===== src/rtl/sps_pkg.sv =====
// Shared types for the shared-port read steering path.
// Assumes: one word = DATA_W data bits plus one parity bit per byte.
package sps_pkg;
    // Three active-high-forceable steering controls as one bundle
    typedef struct packed {
        logic gate_int_n;
        logic clk_win;
        logic sel_even_n;
    } steer_t;

    // Number of parity bits for a given data width and byte width
    function automatic int par_bits(input int data_w, input int byte_w);
        return data_w / byte_w;
    endfunction
endpackage


===== src/rtl/sps_force_ctl.sv =====
// Add-on forcing of the steering controls.
// Function: ORs the add-on's assert term into each host control during the
// add-on's storage-2/3 cycles and flags when add-on data owns the odd lanes.
// Assumes: only a high level can be imposed (wired-OR bus).
module sps_force_ctl
    import sps_pkg::*;
(
    input  logic   clk,
    input  logic   rst_n,
    input  steer_t host_ctl,
    input  logic   addon_sel,
    input  logic   stor2,
    input  logic   stor3,
    output steer_t eff_ctl,
    output logic   addon_pick
);
    logic force_hi;

    // Add-on asserts its overrides in both storage phases of its access
    always_comb force_hi = addon_sel & (stor2 | stor3);

    // Wired-OR of host values with the add-on override
    always_comb begin
        eff_ctl.gate_int_n = host_ctl.gate_int_n | force_hi;
        eff_ctl.clk_win    = host_ctl.clk_win    | force_hi;
        eff_ctl.sel_even_n = host_ctl.sel_even_n | force_hi;
    end

    // Port-sharing mux steers add-on data only with all three controls high
    always_comb addon_pick = addon_sel & eff_ctl.gate_int_n & eff_ctl.clk_win & eff_ctl.sel_even_n;


    force_all_high_chk: assert property (@(posedge clk) disable iff (!rst_n)
        (addon_sel && (stor2 || stor3)) |-> (eff_ctl == 3'b111));


    no_force_pass_chk: assert property (@(posedge clk) disable iff (!rst_n)
        !addon_sel |-> (eff_ctl == host_ctl));
endmodule


===== src/rtl/sps_capture.sv =====
// Source selection and doubleword capture register.
// Function: picks internal or external doubleword, substitutes the add-on
// word on the odd lanes when picked, and loads the result under the window.
// Assumes: odd word is the low word, even word is the high word.
module sps_capture #(
    parameter int WORD_W = 36,
    localparam int DW_W  = 2 * WORD_W
) (
    input  logic              clk,
    input  logic              rst_n,
    input  logic [DW_W-1:0]   int_dw,
    input  logic [DW_W-1:0]   ext_dw,
    input  logic [WORD_W-1:0] addon_odd,
    input  logic              gate_int_n,
    input  logic              clk_win,
    input  logic              addon_pick,
    output logic [DW_W-1:0]   cap_q
);
    logic [DW_W-1:0] cap_d;

    // Per-word source muxes; the odd word gains the port-sharing input
    for (genvar w = 0; w < 2; w++) begin : g_word
        logic [WORD_W-1:0] first_sel;
        // Internal versus external cabinet for this word
        always_comb first_sel = gate_int_n ? ext_dw[w*WORD_W +: WORD_W]
                                           : int_dw[w*WORD_W +: WORD_W];
        if (w == 0) begin : g_odd
            // Odd lanes: add-on word overrides when picked
            always_comb cap_d[WORD_W-1:0] = addon_pick ? addon_odd : first_sel;
        end else begin : g_even
            // Even lanes: no extra stage in this path
            always_comb cap_d[DW_W-1:WORD_W] = first_sel;
        end
    end

    // Capture register, open-window load, synchronous clear
    always_ff @(posedge clk) begin
        if (!rst_n)       cap_q <= '0;
        else if (clk_win) cap_q <= cap_d;
    end


    hold_closed_chk: assert property (@(posedge clk) disable iff (!rst_n)
        !clk_win |=> $stable(cap_q));


    internal_load_chk: assert property (@(posedge clk) disable iff (!rst_n)
        (clk_win && !gate_int_n) |=> (cap_q == $past(int_dw)));


    external_even_chk: assert property (@(posedge clk) disable iff (!rst_n)
        (clk_win && gate_int_n) |=> (cap_q[DW_W-1:WORD_W] == $past(ext_dw[DW_W-1:WORD_W])));


    addon_odd_load_chk: assert property (@(posedge clk) disable iff (!rst_n)
        (clk_win && addon_pick) |=> (cap_q[WORD_W-1:0] == $past(addon_odd)));
endmodule


===== src/rtl/sps_word_sel.sv =====
// Word select, bus multiplexer and parity check.
// Function: picks even or odd captured word, then chooses it or the ALU
// result for the bus, and checks per-byte even parity of the bus word.
// Assumes: parity bit DATA_W+i covers byte i of the data field.
module sps_word_sel #(
    parameter int DATA_W = 32,
    parameter int BYTE_W = 8,
    localparam int PAR_W  = DATA_W / BYTE_W,
    localparam int WORD_W = DATA_W + PAR_W,
    localparam int DW_W   = 2 * WORD_W
) (
    input  logic              clk,
    input  logic              rst_n,
    input  logic [DW_W-1:0]   cap_q,
    input  logic              sel_even_n,
    input  logic [WORD_W-1:0] alu_d,
    input  logic              bus_sel_alu,
    output logic [WORD_W-1:0] bus_out,
    output logic              par_err
);
    logic [WORD_W-1:0] half_word;
    logic [PAR_W-1:0]  byte_bad;

    // Even word when the active-low select is low, odd word otherwise
    always_comb half_word = sel_even_n ? cap_q[WORD_W-1:0] : cap_q[DW_W-1:WORD_W];

    // Final bus source: memory word or latched ALU result
    always_comb bus_out = bus_sel_alu ? alu_d : half_word;

    // Per-byte even-parity comparison
    for (genvar b = 0; b < PAR_W; b++) begin : g_par
        always_comb byte_bad[b] = (^bus_out[b*BYTE_W +: BYTE_W]) ^ bus_out[DATA_W + b];
    end

    // Any byte mismatch flags the word
    always_comb par_err = |byte_bad;


    alu_path_chk: assert property (@(posedge clk) disable iff (!rst_n)
        bus_sel_alu |-> (bus_out == alu_d));


    even_path_chk: assert property (@(posedge clk) disable iff (!rst_n)
        (!bus_sel_alu && !sel_even_n) |-> (bus_out == cap_q[DW_W-1:WORD_W]));
endmodule


===== src/rtl/shared_port_steer.sv =====
// Top of the shared-port read steering path.
// Function: wires forcing logic, capture stage and word selection together
// and exposes the effective steering controls.
// Assumes: stor2 and stor3 are never high together.
module shared_port_steer #(
    parameter int DATA_W = 32,
    parameter int BYTE_W = 8,
    localparam int PAR_W  = DATA_W / BYTE_W,
    localparam int WORD_W = DATA_W + PAR_W,
    localparam int DW_W   = 2 * WORD_W
) (
    input  logic              clk,
    input  logic              rst_n,
    input  logic [DW_W-1:0]   int_dw,
    input  logic [DW_W-1:0]   ext_dw,
    input  logic [WORD_W-1:0] addon_odd,
    input  logic [WORD_W-1:0] alu_d,
    input  logic              host_gate_int_n,
    input  logic              host_clk_win,
    input  logic              host_sel_even_n,
    input  logic              addon_sel,
    input  logic              stor2,
    input  logic              stor3,
    input  logic              bus_sel_alu,
    output logic [WORD_W-1:0] bus_out,
    output logic              par_err,
    output logic              gate_int_n_eff,
    output logic              clk_win_eff,
    output logic              sel_even_n_eff
);
    import sps_pkg::*;

    steer_t          host_ctl;
    steer_t          eff_ctl;
    logic            addon_pick;
    logic [DW_W-1:0] cap_q;

    // Bundle host controls
    always_comb host_ctl = '{gate_int_n: host_gate_int_n, clk_win: host_clk_win,
                             sel_even_n: host_sel_even_n};

    sps_force_ctl i_force (
        .clk       (clk),
        .rst_n     (rst_n),
        .host_ctl  (host_ctl),
        .addon_sel (addon_sel),
        .stor2     (stor2),
        .stor3     (stor3),
        .eff_ctl   (eff_ctl),
        .addon_pick(addon_pick)
    );

    sps_capture #(.WORD_W(WORD_W)) i_capture (
        .clk       (clk),
        .rst_n     (rst_n),
        .int_dw    (int_dw),
        .ext_dw    (ext_dw),
        .addon_odd (addon_odd),
        .gate_int_n(eff_ctl.gate_int_n),
        .clk_win   (eff_ctl.clk_win),
        .addon_pick(addon_pick),
        .cap_q     (cap_q)
    );

    sps_word_sel #(.DATA_W(DATA_W), .BYTE_W(BYTE_W)) i_wsel (
        .clk        (clk),
        .rst_n      (rst_n),
        .cap_q      (cap_q),
        .sel_even_n (eff_ctl.sel_even_n),
        .alu_d      (alu_d),
        .bus_sel_alu(bus_sel_alu),
        .bus_out    (bus_out),
        .par_err    (par_err)
    );

    // Expose effective controls
    always_comb begin
        gate_int_n_eff = eff_ctl.gate_int_n;
        clk_win_eff    = eff_ctl.clk_win;
        sel_even_n_eff = eff_ctl.sel_even_n;
    end


    stor3_load_chk: assert property (@(posedge clk) disable iff (!rst_n)
        (addon_sel && stor3 && !host_clk_win) |=> (bus_sel_alu || sel_even_n_eff || bus_out == $past(ext_dw[DW_W-1:WORD_W])));
endmodule


===== config.mk =====
export PLATFORM = sky130hd
export DESIGN_NAME = shared_port_steer
export DESIGN_NICKNAME = d
export VERILOG_FILES = /design/src/rtl/sps_pkg.sv /design/src/rtl/sps_force_ctl.sv /design/src/rtl/sps_capture.sv /design/src/rtl/sps_word_sel.sv /design/src/rtl/shared_port_steer.sv
export SDC_FILE = /design/constraint.sdc
export NUM_CORES = 1
export LEC_CHECK = 0
export BUFFER_PORTS_ARGS = -buffer_cell sky130_fd_sc_hd__buf_2
export CELL_PAD_IN_SITES_DETAIL_PLACEMENT = 2
export CELL_PAD_IN_SITES_GLOBAL_PLACEMENT = 2
export CORE_UTILIZATION = 22
export CTS_BUF_LIST = sky130_fd_sc_hd__clkbuf_4
export DETAILED_ROUTE_END_ITERATION = 6
export PLACE_DENSITY_LB_ADDON = 0.1
export RECOVER_POWER = 25
export SLEW_MARGIN = 10
export SYNTH_ARGS = -nofsm -noshare
export SYNTH_HDL_FRONTEND = slang
export SYNTH_SLANG_ARGS = --single-unit

===== constraint.sdc =====
create_clock -name clk -period 2.57 [get_ports clk]
set_clock_uncertainty 0.15 [all_clocks]
set_input_delay 0.514 -clock clk [delete_from_list [all_inputs] [get_ports clk]]
set_output_delay 0.514 -clock clk [all_outputs]
set_load 0.03 [all_outputs]

==> After elaboration in Yosys (flattened, before gate mapping) <==
Index checks and enable logic that the tools add are counted.
{ "word_totals": {"ff_bits": 72, "elab_cells": 23} }
{ "classes": {"muxes": 5, "bitwise_logic": 12, "n_reduce_logical": 5} }
{ "ops": {"columns": ["operator", "n"], "rows": [
  ["36-bit two-way mux", 5],
  ["8-bit XOR reduction", 4],
  ["1-bit AND", 4],
  ["1-bit OR", 4],
  ["4-bit OR reduction", 1],
  ["1-bit bitwise XOR", 4]
]} }

==> Logic depth before layout (Yosys ltp) <==
{ "depth": {"word_depth": 8, "depth_mapped": 10} }

==> Hierarchy <==
Synthesis repeated with hierarchy kept, for this count alone.
{ "hier_totals": {"cells_unflattened": 519, "area_unflattened_um2": 4862.2} }
{ "by_module_without_submodules": {"columns": ["mod", "n_inst", "cells_per_inst", "area_each_um2", "seq_area_each_um2"], "rows": [
  ["sps_capture", 1, 364, 3713.6, 1441.4],
  ["sps_word_sel", 1, 149, 1111.1, 0.0],
  ["sps_force_ctl", 1, 6, 37.5, 0.0]
]} }

==> Least setup slack after synthesis <==
No wires, ideal clock.
{ "synth_path": {"kind": "input -> output", "start": "input port host_sel_even_n", "end": "output port par_err", "t_arrival_ns": 2.388, "required_time_ns": 1.906, "slack_ns": -0.482, "stages": 7, "path_buffers": 2, "path_cell_list": "buf_4 -> buf_1 -> o21ai_1 -> a2bb2oi_1 -> xor2_1 -> xnor3_1 -> nand4_1"} }
{ "synth_via": {"elab_chain_cells": 6, "word_cells_on_any_way": 12, "cone_classes": "mux (2); bitwise (5); reduce/logical (5)"} }
{ "synth_rtl": {"columns": ["element", "line_no", "text"], "rows": [
  ["start: declaration", "shared_port_steer.sv:20", "input logic host_sel_even_n,"],
  ["1-bit OR", "sps_force_ctl.sv:26", "eff_ctl.sel_even_n = host_ctl.sel_even_n | force_hi;"],
  ["36-bit two-way mux", "sps_word_sel.sv:25", "always_comb half_word = sel_even_n ? cap_q[WORD_W-1:0] : cap_q[DW_W-1:WORD_W];"],
  ["36-bit two-way mux", "sps_word_sel.sv:28", "always_comb bus_out = bus_sel_alu ? alu_d : half_word;"],
  ["via bus_out[11]", "shared_port_steer.sv:25", "output logic [WORD_W-1:0] bus_out,"],
  ["8-bit XOR reduction", "sps_word_sel.sv:32", "always_comb byte_bad[b] = (^bus_out[b*BYTE_W +: BYTE_W]) ^ bus_out[DATA_W + b];"],
  ["1-bit bitwise XOR", "sps_word_sel.sv:32", null],
  ["4-bit OR reduction", "sps_word_sel.sv:36", "always_comb par_err = |byte_bad;"],
  ["end: declaration", "shared_port_steer.sv:26", "output logic par_err,"]
]} }
The timed path passes the listed nets, and every way through them passes these cells.

==> Final worst setup path <==
{ "layout_path": {"start": "input port stor3", "end": "output port par_err"} }
{ "layout_via": {"elab_chain_cells": 8, "word_cells_on_any_way": 14, "cone_classes": "mux (2); bitwise (7); reduce/logical (5)"} }
{ "layout_rtl": {"columns": ["element", "line_no", "text"], "rows": [
  ["start: declaration", "shared_port_steer.sv:23", "input logic stor3,"],
  ["1-bit OR (*)", "sps_force_ctl.sv:20", "always_comb force_hi = addon_sel & (stor2 | stor3);"],
  ["1-bit AND (*)", "sps_force_ctl.sv:20", null],
  ["1-bit OR (*)", "sps_force_ctl.sv:26", null],
  ["36-bit two-way mux (*)", "sps_word_sel.sv:25", null],
  ["36-bit two-way mux (*)", "sps_word_sel.sv:28", null],
  ["8-bit XOR reduction", "sps_word_sel.sv:32", null],
  ["1-bit bitwise XOR", "sps_word_sel.sv:32", null],
  ["4-bit OR reduction (*)", "sps_word_sel.sv:36", null]
]} }
Mark *: on every way between the ends. The rest lies on a longest branch, timed or not.

==> impl_metrics.ini <==
[clock_tree]
clkLatencyLatePin_ns = 0.46
cts_max_level = 3
cts_root_buf = clkbuf_4
cts.sinks = 72
numCtsBuffers = 9
clk_pin_slew_worst_paths_ns = 0.12
cts_tree = built
clock_path_buffers = 2
hold_buffers = 0

[synth]
syn-num-nets = 928
yosysUniqueCellTypes = 33
synthArstFlopShare_pct = 0
synth_top_area_cell = dfxtp_1
synth-seq-cells = 72
synth.most_common_cell = nand2_1
syn_area_mm2 = 0.00516
ys_dominant_reg_cell = dfxtp_1
synth.avg_cell_area_um2 = 7.35
yosys_warnings = 0
synth_sequential_area_ratio_pct = 27.9
syn_inst = 703
netlist_top_cells_area = dfxtp_1 (28%), nand2_1 (15%), nand3_1 (7.4%), o211a_1 (7.0%), xnor2_1 (5.4%)
synth_common_cells = nand2_1 (208), nand3_1 (76), dfxtp_1 (72)
synth_top_area_share_pct = 27.9
synth_edf_count = 0

[critical_path]
cp_max_fo = 6
reg2reg_slack_ns = 1.61
r2r-end = i_capture.cap_q[43]$_SDFFE_PN0N_
crit_path_end_kind = primary output
rr_worst_depth = 2
crit_required_ns = 1.91
crit_arrival_ns = 2.33
worstSetupPathType = in2out
r2r_start = i_capture.cap_q[43]$_SDFFE_PN0N_
worst_setup_path_start_kind = input pin

[die]
fp.dieW_um = 155
start_util_pct = 22.6
dieArea_mm2 = 0.0241
die_h_um = 155
rows = 55
ios = 265
core-area_mm2 = 0.0228

[pwr]
vdd_drop_max_mv = 0.175
power.total_mw = 3.79
leakage_nw = 4.11
power_density_mw_per_mm2 = 452

[cells_and_area]
largest_reg_flops = 72
final_util_pct = 36.7
nets = 1242
fin_area_mm2 = 0.00838
reg_top3 = i_capture.cap_q (72)
regMostFlops = i_capture.cap_q
area.growth.synth_to_final_pct = 62.2
layoutNonFillerInstCount = 1335
drive_gt1_share_pct = 45.6

[placement]
place_ws_ns = -0.526
gp_congestion = 0.754
dp_cells = 1302
numPortBuffers = 264
post-dp-hpwl_mm = 18.4
dpl_cell_area_mm2 = 0.00760

[run_status]
violations = setup timing
run_status = finished with violations

[global_routing]
grt_pass1_wl_mm = 37.0
grt_antenna_before_repair = 1
grt_max_degree = 73
grt_pass1_vias = 6539
grt_util_all_layers_pct = 20.2
overflow = 0

[job]
cap_violations = 0

[routing]
first_pass_iters = 4
num_vias = 6231
via_per_inst = 4.67
ant_nets = 0
routedWlPerCell_um = 18.3
drt-initial-drc-count = 187
drt_wl_total_mm = 24.4
drc_errors = 0

[hold_path]
worstHoldEndpoint = i_capture.cap_q[2]$_SDFFE_PN0N_
worstHoldStart = addon_odd[2]
hp-class = in2reg
whs_path_depth = 3

[sta]
rsz0062_at_grt = yes
max_freq_mhz = 334
fin_crit_sh_pct = 117
worstMarginPinSlew_ns = 0.907
finalSetupViolCount = 5
slew_headroom_pct = 39.5
finalHoldViolCount = 0
fin_ws_ns = -0.424
drv_slew = 0
period_minus_slack_ns = 2.99
-- final cells by class --
type                            instances  area [um^2]
Antenna cell                            1         2.50
Clock buffer                           11         82.6
Clock inverter                          4         46.3
Fill cell                            2729        14500
Inverter                                5         26.3
Multi-Input combinational cell        564         3990
Sequential cell                        72         1460
Tap cell                              313          392
Timing Repair Buffer                  365         2390
-- critical path: stages --
cell     delay, ns
buf_8         0.10
o21a_4        0.23
buf_12        0.15
buf_6         0.13
o21ai_4       0.16
a31oi_4       0.11
xor2_1        0.17
xnor3_1       0.38
nand4_1       0.18
buf_6         0.20
-- through the flow --
stage	TNS (ns)	hold slack [ns]
2_1_floorplan	-0.165	0.279
3_3_place_gp	-2.52	0.324
3_5_place_dp	-2.52	0.328
4_1_cts	-0.402	0.178
5_1_grt	-1.23	0.209
6_report	-0.603	0.227
-- repair_timing --
action	4_1_cts	5_1_grt
buffers inserted	10	5
setup endpoints to repair	19	22
cloned	1	1
resized for setup	65	63
endpoints found under the hold margin	0	0
pin swaps	25	15
-- cell usage in the layout (no fill, tap or decap), drive strengths merged, types with 8 or more instances in the layout --
master / synthesis / layout
a21boi: 36 / 36
a2bb2oi: 8 / 8
a31oi: 12 / 12
buf: 29 / 360
clkbuf: 33 / 16
dfxtp: 72 / 72
mux2i: 24 / 24
nand2: 208 / 208
nand3: 76 / 76
nor2: 8 / 8
nor3: 8 / 8
o211a: 36 / 36
o211ai: 36 / 36
o21ai: 37 / 37
xnor2: 32 / 32
xor2: 24 / 24
-- cells by family (layout without fill, tap and decap cells) --
family          count (synthesis)  in the layout  share of synthesized area, %
compound gates                178            178                          25.7
xor+xnor                       60             60                          11.2
other cells                     0              1                             0
flops                          72             72                          27.9
mux                            24             24                          4.65
simple gates                  302            302                          24.6
buf+inv                        67            385                          5.89
-- power breakdown --
part | total (mW) | internal [mW] | switching, mW
Combinational | 1.72 | 0.830 | 0.895
Sequential | 1.32 | 1.22 | 0.103
Clock | 0.741 | 0.309 | 0.433
-- how the worst max path moves through the flow --
stage,slack (ns),from,cells past startpoint,to
2_1_floorplan,-0.17,stor3,7,par_err
3_5_place_dp,-0.53,stor3,8,par_err
3_3_place_gp,-0.47,stor3,10,par_err
5_1_grt,-0.53,i_capture.cap_q[40]$_SDFFE_PN0N_,7,par_err
4_1_cts,-0.40,stor2,10,par_err
6_report,-0.42,stor3,10,par_err
-- metal layers --
metal / global-route usage, % / vias to the layer above / wire length, um
met5: 0 / - / 0
met4: 5.09 / 0 / 303
met3: 3.76 / 17 / 1110
met2: 32.9 / 157 / 11300
met1: 27.3 / 2966 / 11700
li1: - / 3091 / -
(Power assumes the default switching activity.)
